<file path="config.mk">
export PLATFORM = sky130hd
export DESIGN_NAME = irouter_top
export DESIGN_NICKNAME = d
export VERILOG_FILES = /design/src/rtl/irt_pkg.sv /design/src/rtl/irt_lookup.sv /design/src/rtl/irt_pick.sv /design/src/rtl/irt_lfsr.sv /design/src/rtl/irouter_top.sv
export SDC_FILE = /design/constraint.sdc
export NUM_CORES = 1
export LEC_CHECK = 0
export ABC_AREA = 1
export BUFFER_PORTS_ARGS = -buffer_cell sky130_fd_sc_hd__buf_4
export CAP_MARGIN = 20
export CORE_MARGIN = 2
export CORE_UTILIZATION = 57
export DETAILED_ROUTE_END_ITERATION = 10
export GPL_ROUTABILITY_DRIVEN = 0
export PLACE_DENSITY = 0.71
export SYNTH_ARGS = -nofsm -noshare
export SYNTH_HDL_FRONTEND = slang
export SYNTH_HIERARCHICAL = 1
export SYNTH_SLANG_ARGS = --single-unit
</file>
<file path="constraint.sdc">
create_clock -name clk -period 36.8 [get_ports clk]
set_input_delay 1.84 -clock clk [delete_from_list [all_inputs] [get_ports clk]]
set_output_delay 1.84 -clock clk [all_outputs]
set_load 0.005 [all_outputs]
</file>
<file path="src/rtl/irt_pkg.sv">
// Shared definitions for the interval router.
// Assumes: the LFSR width is fixed at 16 bits.
package irt_pkg;
    localparam int LFSR_W = 16;
    localparam logic [LFSR_W-1:0] LFSR_SEED = 16'hACE1;

    typedef enum logic [1:0] {
        CFG_BOUND = 2'd0,
        CFG_MASK  = 2'd1,
        CFG_STRIP = 2'd2,
        CFG_RANGE = 2'd3
    } cfg_kind_e;
endpackage

</file>
<file path="src/rtl/irt_lookup.sv">
// Parallel interval lookup: reports the highest entry whose lower bound
// does not exceed the destination.
// Assumes: bounds are packed entry 0 in the low bits; ascending order is
// expected but not required for a defined result.
module irt_lookup #(
    parameter int DEST_W  = 8,
    parameter int N_ENTRY = 16
) (
    input  logic [DEST_W-1:0]         dest,
    input  logic [N_ENTRY*DEST_W-1:0] bounds,
    output logic [$clog2(N_ENTRY)-1:0] entry
);
    localparam int ENT_W = $clog2(N_ENTRY);

    logic [N_ENTRY-1:0] at_or_above;

    // One comparator per entry, all working side by side.
    for (genvar g = 0; g < N_ENTRY; g++) begin : g_cmp
        assign at_or_above[g] = dest >= bounds[g*DEST_W +: DEST_W];
    end

    // Keep the highest entry whose bound qualifies.
    always_comb begin
        entry = '0;
        for (int i = 0; i < N_ENTRY; i++) begin
            if (at_or_above[i]) entry = ENT_W'(i);
        end
    end
endmodule

</file>
<file path="src/rtl/irt_pick.sv">
// Adaptive choice inside a bundle: lowest-numbered link that is in the
// mask and not busy.
// Assumes: busy bits are already synchronous to clk.
module irt_pick #(
    parameter int N_OUT = 8
) (
    input  logic [N_OUT-1:0]         mask,
    input  logic [N_OUT-1:0]         busy,
    output logic                     any,
    output logic [$clog2(N_OUT)-1:0] port
);
    localparam int PORT_W = $clog2(N_OUT);

    logic [N_OUT-1:0] cand;

    assign cand = mask & ~busy;
    assign any  = |cand;

    // Scan downward so the lowest free link wins.
    always_comb begin
        port = '0;
        for (int i = N_OUT - 1; i >= 0; i--) begin
            if (cand[i]) port = PORT_W'(i);
        end
    end
endmodule

</file>
<file path="src/rtl/irt_lfsr.sv">
// 16-bit Fibonacci LFSR, taps 15/13/12/10, shifts left on step.
// Assumes: synchronous active-low reset loads the seed.
module irt_lfsr
    import irt_pkg::*;
(
    input  logic              clk,
    input  logic              rst_n,
    input  logic              step,
    output logic [LFSR_W-1:0] state
);
    // Advance one position per requested step.
    always_ff @(posedge clk) begin
        if (!rst_n)
            state <= LFSR_SEED;
        else if (step)
            state <= {state[LFSR_W-2:0], state[15] ^ state[13] ^ state[12] ^ state[10]};
    end
endmodule

</file>
<file path="src/rtl/irouter_top.sv">
// Interval router top: holds the route table, keeps one pending header,
// and issues a registered route when a bundle link is free.
// Assumes: link_busy is synchronous; the switch core consumes route_valid
// pulses without back-pressure.
module irouter_top
    import irt_pkg::*;
#(
    parameter int DEST_W  = 8,
    parameter int N_ENTRY = 16,
    parameter int N_OUT   = 8,
    parameter int CFG_W   = (DEST_W > N_OUT) ? DEST_W : N_OUT
) (
    input  logic                       clk,
    input  logic                       rst_n,
    input  logic                       cfg_we,
    input  logic [1:0]                 cfg_kind,
    input  logic [$clog2(N_ENTRY)-1:0] cfg_idx,
    input  logic [CFG_W-1:0]           cfg_data,
    input  logic                       req_valid,
    input  logic [DEST_W-1:0]          req_dest,
    output logic                       req_ready,
    input  logic [N_OUT-1:0]           link_busy,
    output logic                       route_valid,
    output logic [$clog2(N_OUT)-1:0]   route_port,
    output logic [$clog2(N_ENTRY)-1:0] route_entry,
    output logic                       route_strip,
    input  logic                       rand_take,
    output logic [DEST_W-1:0]          rand_dest
);
    localparam int ENT_W  = $clog2(N_ENTRY);
    localparam int PORT_W = $clog2(N_OUT);

    logic [DEST_W-1:0]         bound_q [N_ENTRY];
    logic [N_OUT-1:0]          mask_q  [N_ENTRY];
    logic [N_OUT-1:0]          strip_q;
    logic [DEST_W-1:0]         range_q;
    logic [N_ENTRY*DEST_W-1:0] bound_flat;
    logic                      pend_q;
    logic [DEST_W-1:0]         dest_q;
    logic [ENT_W-1:0]          ent_sel;
    logic [N_OUT-1:0]          mask_sel;
    logic                      have_free;
    logic [PORT_W-1:0]         free_port;
    logic [LFSR_W-1:0]         lfsr_s;
    logic [LFSR_W-1:0]         reduced;

    // Table writes from the configuration port.
    always_ff @(posedge clk) begin
        if (!rst_n) begin
            for (int i = 0; i < N_ENTRY; i++) begin
                bound_q[i] <= '0;
                mask_q[i]  <= '0;
            end
            strip_q <= '0;
            range_q <= '0;
        end else if (cfg_we) begin
            case (cfg_kind_e'(cfg_kind))
                CFG_BOUND: bound_q[cfg_idx] <= cfg_data[DEST_W-1:0];
                CFG_MASK:  mask_q[cfg_idx]  <= cfg_data[N_OUT-1:0];
                CFG_STRIP: strip_q          <= cfg_data[N_OUT-1:0];
                default:   range_q          <= cfg_data[DEST_W-1:0];
            endcase
        end
    end

    // Pack the bounds for the parallel comparator.
    always_comb begin
        for (int i = 0; i < N_ENTRY; i++)
            bound_flat[i*DEST_W +: DEST_W] = bound_q[i];
    end

    irt_lookup #(.DEST_W(DEST_W), .N_ENTRY(N_ENTRY)) u_lookup (
        .dest(dest_q), .bounds(bound_flat), .entry(ent_sel)
    );

    assign mask_sel = mask_q[ent_sel];

    irt_pick #(.N_OUT(N_OUT)) u_pick (
        .mask(mask_sel), .busy(link_busy), .any(have_free), .port(free_port)
    );

    assign req_ready = !pend_q;

    // Accept a header, then retry the decision each cycle until a link frees.
    always_ff @(posedge clk) begin
        if (!rst_n) begin
            pend_q      <= 1'b0;
            dest_q      <= '0;
            route_valid <= 1'b0;
            route_port  <= '0;
            route_entry <= '0;
            route_strip <= 1'b0;
        end else begin
            route_valid <= 1'b0;
            if (pend_q) begin
                if (have_free) begin
                    pend_q      <= 1'b0;
                    route_valid <= 1'b1;
                    route_port  <= free_port;
                    route_entry <= ent_sel;
                    route_strip <= strip_q[free_port];
                end
            end else if (req_valid) begin
                pend_q <= 1'b1;
                dest_q <= req_dest;
            end
        end
    end

    irt_lfsr u_lfsr (.clk(clk), .rst_n(rst_n), .step(rand_take), .state(lfsr_s));

    // Reduce the LFSR state into the configured destination range.
    always_comb begin
        if (range_q == '0) reduced = LFSR_W'(lfsr_s[DEST_W-1:0]);
        else               reduced = lfsr_s % LFSR_W'(range_q);
    end

    assign rand_dest = reduced[DEST_W-1:0];
endmodule

</file>
==> results.toml, run 1 <==
[cts]
clock_path_buffers = 3
clkTransAtPathRegs_ns = 0.06
cts_root_buffer = "clkbuf_16"
post_cts_resized = 0
cts_sinks = 298
clk_latency_ns = 0.53
htreeDepth = 2
cts_setup_buffers = 0
postCtsHoldBufs = 0
cts_tree = "done"
cts_buffers = 34

[grt]
track_usage = 0.286
grt_max_degree = 78
grt.overflow.total = 0
antenna_found_initial = 1
grt_pass1_vias = 17239
grt_pass1_wl_um = 87200

[setup_path]
reg2reg_from = "dest_q[3]"
worstPathArrival_ns = 30.12
timing.critical_path.from_type = "flop"
path_buf_inv = 29
crit_path_end_kind = "output port"
reg2reg_depth = 41
critPathMaxFanout = 16
path_class = "reg2out"
critPathRequiredTime_ns = 34.96
max_stage_delay_ns = 0.49
crit_top_cell = "nand2_1"
r2r_setup_slack_ns = 30.61
slowest_stage = "nor2_1"
r2r-end = "route_strip"
critical-path-top-delay-family = "simple AND/OR/NAND/NOR gates"

[placed_design]
dpl.cell_count = 3062
postPlaceCellArea_mm2 = 0.0218
post-dp-hpwl_um = 37800
port_buffers = 52

[drt]
drt_iter0_markers = 1334
wl_met2_um = 25100
via_per_inst = 5.70
dr.pass1.iters = 6
antenna_left = 0
drc = 0
wl_met1_um = 23500
met3_length_um = 3700
vias = 17822
finalWirelength_um = 54300
dr.max_layer_used = "met4"
wire_per_inst_um = 17.4

[timing]
timing.hold.ws_ns = 0.497
setup_tns_ns = 0
hold_viol_final = 0
worst_slew_pin_slew_ns = 1.14
max_freq_mhz = 31.3
period_share = 0.869
min_period_ns = 31.96
slew_viol_final = 0
finClkSkew_ns = 0.0302
slew-limit-headroom = 0.236
finalSetupViolCount = 0
grt_setup_unrepaired = "no"

[yosys]
synth_warnings = 6
netlist_area_mm2 = 0.0210
post_synth.cell_area_avg_um2 = 8.05
syn-instance-count = 2606
syn-num-nets = 2863

[floorplanning]
initial_core_util = 0.576
dieArea_mm2 = 0.0383
die_w_um = 196
core_area_mm2 = 0.0364
io_pins = 53
die_y_um = 196
rows = 70

[cells_and_area]
syn_to_final_growth_pct = 9.13
fin_area_mm2 = 0.0229
nets = 2888
finalNonFillerCells = 3124
antenna_cells = 0
drive_above_1_share = 0.0761

[min_path]
hold_end = "route_port[0]"
hold_class = "reg2reg"
min_from = "route_port[0]"
hold_depth = 2

[run_status]
status = "completed"

[run]
cap_viol_max_count = 0
==> registers in the layout, indices dropped and copies added, names as in the netlist <==
signal / cells
mask_q: 128
bound_q: 120
u_lfsr/state: 16
dest_q: 8
range_q: 8
strip_q: 8
route_entry: 4
route_port: 3
pend_q: 1
route_strip: 1
route_valid: 1
==> routing by layer <==
metal | global-route usage | vias up
met5 | 0 | -
li1 | - | 8731
met3 | 0.0284 | 134
met2 | 0.481 | 663
met4 | 0.108 | 0
met1 | 0.384 | 8294
==> placed cells by master, fill, tap and decap left out, types with 17 or more instances in the layout <==
master and count:
o221ai_1 28, a21oi_1 103, xor2_1 26, nor2_1 414, ha_1 221, xnor2_1 30
nand2_2 17, nand4_1 25, o21ai_0 151, buf_4 72, nand3_1 136, mux2i_1 26
dfxtp_1 50, edfxtp_1 248, clkbuf_16 35, inv_1 336, nand2_1 528
==> worst register-to-register path: cells and delay by family, from the launching register on <==
| family | cells | cell delay [ns] |
|---|---|---|
| DFF | 1 | 1.07 |
| and+or+nand+nor | 27 | 1.83 |
| adders and majority gates | 1 | 0.41 |
| AOI/OAI and AO/OA | 7 | 1.05 |
| buffers and inverters | 6 | 1.77 |
==> area by class of cell <==
type,count,area (µm²)
clock buffer,43,906
clock inverter,18,211
fill,3139,13600
inverter,352,1330
multi-input combinational,1873,10900
sequential,298,8450
tap,468,586
timing repair buffer,72,541
==> worst max-delay path by stage <==
stage	start	end	slack, ns	depth (start not counted)
floorplan	range_q[0]	rand_dest[0]	9.01	202
global placement	range_q[0]	rand_dest[0]	7.05	198
detailed placement	range_q[0]	rand_dest[0]	5.75	196
CTS	range_q[0]	rand_dest[0]	5.10	196
global route	range_q[0]	rand_dest[0]	1.23	201
finish	range_q[0]	rand_dest[3]	4.84	195
==> metrics by stage <==
| stage | util | setup WS [ns] |
|---|---|---|
| final | 0.628 | 4.84 |
| after CTS | 0.628 | 5.10 |
| after detailed placement | 0.597 | 5.75 |
| after floorplan | - | 9.01 |
| after global routing | 0.628 | 1.23 |
| after global placement | 0.597 | 7.05 |
Power of run 1 is not shown: default switching activity piles up to over one toggle a cycle in this logic, so the estimate is an artifact.
==> inputs of run 2 (changes only) <==
Settings changed: SYNTH_HIERARCHICAL 1 to default.
==> results.toml, run 2 <==
[cells_and_area]
final_cell_mix = "501 x nand2_1, 351 x nor2_1, 342 x inv_1, 295 x nand3_1, 248 x edfxtp_1"
nets = 2925
regMostFlops = "mask_q"
fill_cells = 3079
top_regs = "mask_q: 128 flops, bound_q: 120 flops, u_lfsr.state: 16 flops"
finalNonFillerCells = 3159
layout_commonest_cell = "nand2_1"
antenna_cells = 0
drive_above_1_share = 0.0803
syn_to_final_growth_pct = 8.29
largest_reg_flops = 128

[floorplanning]
die_y_um = 197
rows = 70
initial_core_util = 0.579
dieArea_mm2 = 0.0388
io_pins = 53
die_w_um = 197
core_area_mm2 = 0.0367

[yosys]
post_synth.cell_area_avg_um2 = 8.01
synth_warnings = 0
post-synth-top-count-cell = "nand2_1"
synth_area_leaders = "edfxtp_1 35%, ha_1 13%, nand2_1 8.9%, nand3_1 6.9%, nor2_1 6.2%"
ys.flop_type = "edfxtp_1"
synth-seq-cells = 298
yosysSeqAreaShare = 0.398
synth_compound_area_frac = 0.0978
async_flop_share = 0
syn-num-nets = 2910
netlist_area_mm2 = 0.0212
ys_types = 58
synth_top_area_share = 0.351
synth_common_cells = "503 x nand2_1, 351 x nor2_1, 343 x inv_1"
syn-instance-count = 2653
yosys.area_share.adder = 0.131
synth_top_family_by_area = "simple AND/OR/NAND/NOR gates"
synth_area_leader_cell = "edfxtp_1"
synth-simple-area-share = 0.270
synth_mux_area_frac = 0
synth_xor_area_frac = 0.0234
synth-edff-count = 248

[grt]
antenna_found_initial = 0
grt_pass1_vias = 17484
track_usage = 0.284
grt_pass1_wl_um = 87900
grt.overflow.total = 0
grt_max_degree = 82

[cts]
htreeDepth = 1
postCtsHoldBufs = 0
post_cts_resized = 0
cts_buffers = 30
cts_tree = "done"
cts_root_buffer = "clkbuf_16"
clkTransAtPathRegs_ns = 0.07
clock_path_buffers = 3
clk_latency_ns = 0.57
cts_sinks = 298
cts_setup_buffers = 0

[drt]
finalWirelength_um = 54700
drc = 0
via_per_inst = 5.74
drt_iter0_markers = 1459
dr.pass1.iters = 5
wire_per_inst_um = 17.3
antenna_left = 0
vias = 18141

[placed_design]
dp_slack_ns = 5.91
port_buffers = 52
dpl.cell_count = 3104
post-dp-hpwl_um = 37300

[timing]
period_share = 0.867
slew-limit-headroom = 0.307
setup_tns_ns = 0
max_freq_mhz = 31.3
worst_slew_pin_slew_ns = 1.04
fin_ws_ns = 4.89
timing.hold.ws_ns = 0.467
hold_viol_final = 0
min_period_ns = 31.91
grt_setup_unrepaired = "no"
finClkSkew_ns = 0.0190
finalSetupViolCount = 0
slew_viol_final = 0

[run]
cap_viol_max_count = 0

[setup_path]
crit_top_cell = "nand2_1"
path_buf_inv = 26
crit_path_end_kind = "output port"
worstPathArrival_ns = 30.07
critical-path-top-delay-family = "simple AND/OR/NAND/NOR gates"
slowest_stage = "nor2_1"
path_class = "reg2out"
critPathRequiredTime_ns = 34.96
max_stage_delay_ns = 0.54
timing.critical_path.from_type = "flop"
critPathMaxFanout = 17

[min_path]
hold_class = "reg2reg"

[run_status]
status = "completed"
run 2: changes by cell type in the layout (fill, tap and decap cells not counted), sizes merged, moves of 26 or more:
cell / before / now
a21oi: 112 / 82
o21ai: 167 / 134
o221ai: 28 / 2
nor2: 433 / 365
o21a: 6 / 49
mux2i: 26 / 0
nand3: 145 / 313
run 2: area by class of cell:
class                      instances  area (µm²)  area share
clock inverter                    20         175     0.00761
clock buffer                      35         791      0.0344
tap                              468         586      0.0255
inverter                         359        1350      0.0587
multi-input combinational       1906       11100       0.483
sequential                       298        8450       0.367
timing repair buffer              73         548      0.0238
run 2: worst paths after layout:
path | from | end | slack, ns | cells past startpoint
worst min-delay path | route_port[2] | route_port[2] | 0.47 | 2
worst max register to register | dest_q[0] | route_entry[0] | 30.37 | 33
worst min register to register | route_port[2] | route_port[2] | 0.47 | 2
worst max-delay path | range_q[0] | rand_dest[6] | 4.89 | 197
run 2: cell families after synthesis:
group / after synthesis
compound gates: 341
xor+xnor: 56
fa+ha+maj: 222
buf+inv: 449
flops: 298
simple gates: 1287
run 2: metrics by stage:
stage | util | instance area, µm²
CTS | 0.627 | 23000
global placement | 0.601 | 22000
global route | 0.627 | 23000
detailed placement | 0.601 | 22000
finish | 0.627 | 23000
floorplan | - | 21200
run 2: routing by layer:
metal | global-route usage | share of wire | up-vias
li1 | - | - | 8877
met1 | 0.368 | 0.42 | 8418
met2 | 0.494 | 0.47 | 688
met3 | 0.0249 | 0.069 | 158
met4 | 0.112 | 0.037 | 0
met5 | 0 | 0 | -
run 2: tightest hold or removal path: cells and delay by family, from the launching register on:
family          cells  cell delay, ns
compound gates      1            0.05
flops               1            0.31
simple gates        1            0.06
Power of run 2 is left out for the same reason.
==> inputs of run 3 (changes only) <==
Settings changed: CTS_BUF_LIST from default to sky130_fd_sc_hd__clkbuf_16, PLACE_DENSITY 0.71 to 0.79, SYNTH_HIERARCHICAL from default to 1.
==> results.toml, run 3 (synthesized netlist as in run 1, its figures left out) <==
[drt]
wire_per_inst_um = 17.2
wl_met1_um = 21900
dr.pass1.iters = 11
vias = 18082
wl_met2_um = 25700
dr.max_layer_used = "met4"
finalWirelength_um = 53700
antenna_left = 0
drc = 1
drt_iter0_markers = 1659
via_per_inst = 5.80
met3_length_um = 3900

[cells_and_area]
fin_area_mm2 = 0.0228
antenna_cells = 0
top_regs = "mask_q: 128 flops, bound_q: 120 flops, u_lfsr/state: 16 flops"
final_cell_mix = "528 x nand2_1, 414 x nor2_1, 339 x inv_1, 248 x edfxtp_1, 221 x ha_1"
nets = 2881
regMostFlops = "mask_q"
finalNonFillerCells = 3117
syn_to_final_growth_pct = 8.63
drive_above_1_share = 0.0736
final_util = 0.625
fill_cells = 2986
layout_commonest_cell = "nand2_1"
largest_reg_flops = 128

[grt]
grt_pass1_vias = 17515
track_usage = 0.278
antenna_found_initial = 0
grt_pass1_wl_um = 86200
grt_max_degree = 78
grt.overflow.total = 0

[min_path]
hold_class = "reg2reg"

[setup_path]
worstPathArrival_ns = 30.52
path_class = "reg2out"
critPathMaxFanout = 14
max_stage_delay_ns = 0.57
timing.critical_path.from_type = "flop"
slowest_stage = "inv_1"
crit_path_end_kind = "output port"
crit_top_cell = "nand2_1"
critPathRequiredTime_ns = 34.96
r2r_setup_slack_ns = 30.53

[cts]
postCtsHoldBufs = 0
cts_buffers = 31
htreeDepth = 1
cts_sinks = 298
cts_root_buffer = "clkbuf_16"
cts_tree = "done"
clkTransAtPathRegs_ns = 0.06
cts_setup_buffers = 0
post_cts_resized = 0
clk_latency_ns = 0.58
clock_path_buffers = 3

[placed_design]
post-dp-hpwl_um = 37200
port_buffers = 52
postPlaceCellArea_mm2 = 0.0217
dpl.cell_count = 3058

[timing]
setup_tns_ns = 0
worst_slew_pin_slew_ns = 1.04
finalSetupViolCount = 0
max_freq_mhz = 30.9
period_share = 0.879
min_period_ns = 32.36
slew_viol_final = 0
finClkSkew_ns = 0.0103
slew-limit-headroom = 0.305
hold_viol_final = 0
grt_setup_unrepaired = "no"

[floorplanning]
dieArea_mm2 = 0.0383
initial_core_util = 0.576
core_area_mm2 = 0.0364
io_pins = 53
die_w_um = 196
rows = 70
die_y_um = 196

[run]
cap_viol_max_count = 0

[run_status]
violations = "design-rule violations"
status = "complete, but fails checks"
[run 3: cell types whose count changed in the layout (fill, tap and decap cells not counted), moves of 11 or more]
cell / previous run / this run
a21oi_1: 78 / 103
mux2i_1: 0 / 26
nand2_1: 501 / 528
nand2_2: 32 / 17
nand3_1: 295 / 136
nor2_1: 351 / 414
o21a_1: 49 / 6
o21ai_0: 114 / 151
o221ai_1: 2 / 28
xnor2_1: 19 / 30
[run 3: through the flow]
stage	hold slack (ns)	setup WS (ns)
final	0.495	4.44
after global routing	0.533	0.986
after CTS	0.496	4.80
after detailed placement	0.479	5.50
after global placement	0.472	7.09
after floorplan	0.462	9.01
[run 3: path summary, 6_finish.rpt]
path / start / to / cells after the start
worst min-delay path: route_entry[0] / route_entry[0] / 2
worst min register to register: route_entry[0] / route_entry[0] / 2
worst max register to register: dest_q[0] / route_strip / 42
worst max-delay path: range_q[4] / rand_dest[4] / 191
[run 3: per-layer routing]
| metal | global-route usage | vias up |
|---|---|---|
| met2 | 0.484 | 805 |
| li1 | - | 8710 |
| met1 | 0.356 | 8399 |
| met4 | 0.112 | 0 |
| met5 | 0 | - |
| met3 | 0.0270 | 168 |
[run 3: worst max-delay path: cells and delay by family (launching register included)]
family	cells	cell delay [ns]
AOI/OAI and AO/OA	54	9.02
adders and majority gates	15	4.87
buffers and inverters	29	3.68
DFF	1	0.34
and+or+nand+nor	93	11.91
[run 3: cell type report]
class                   count  area [µm²]  share of cell area
clock inverters            27         263              0.0115
flip-flops and latches    298        8450               0.371
inverters                 352        1330              0.0582
repair buffers             68         514              0.0226
well taps                 468         586              0.0257
multi-input cells        1873       10900               0.477
clock buffers              31         776              0.0341
Power of run 3 is left out for the same reason.
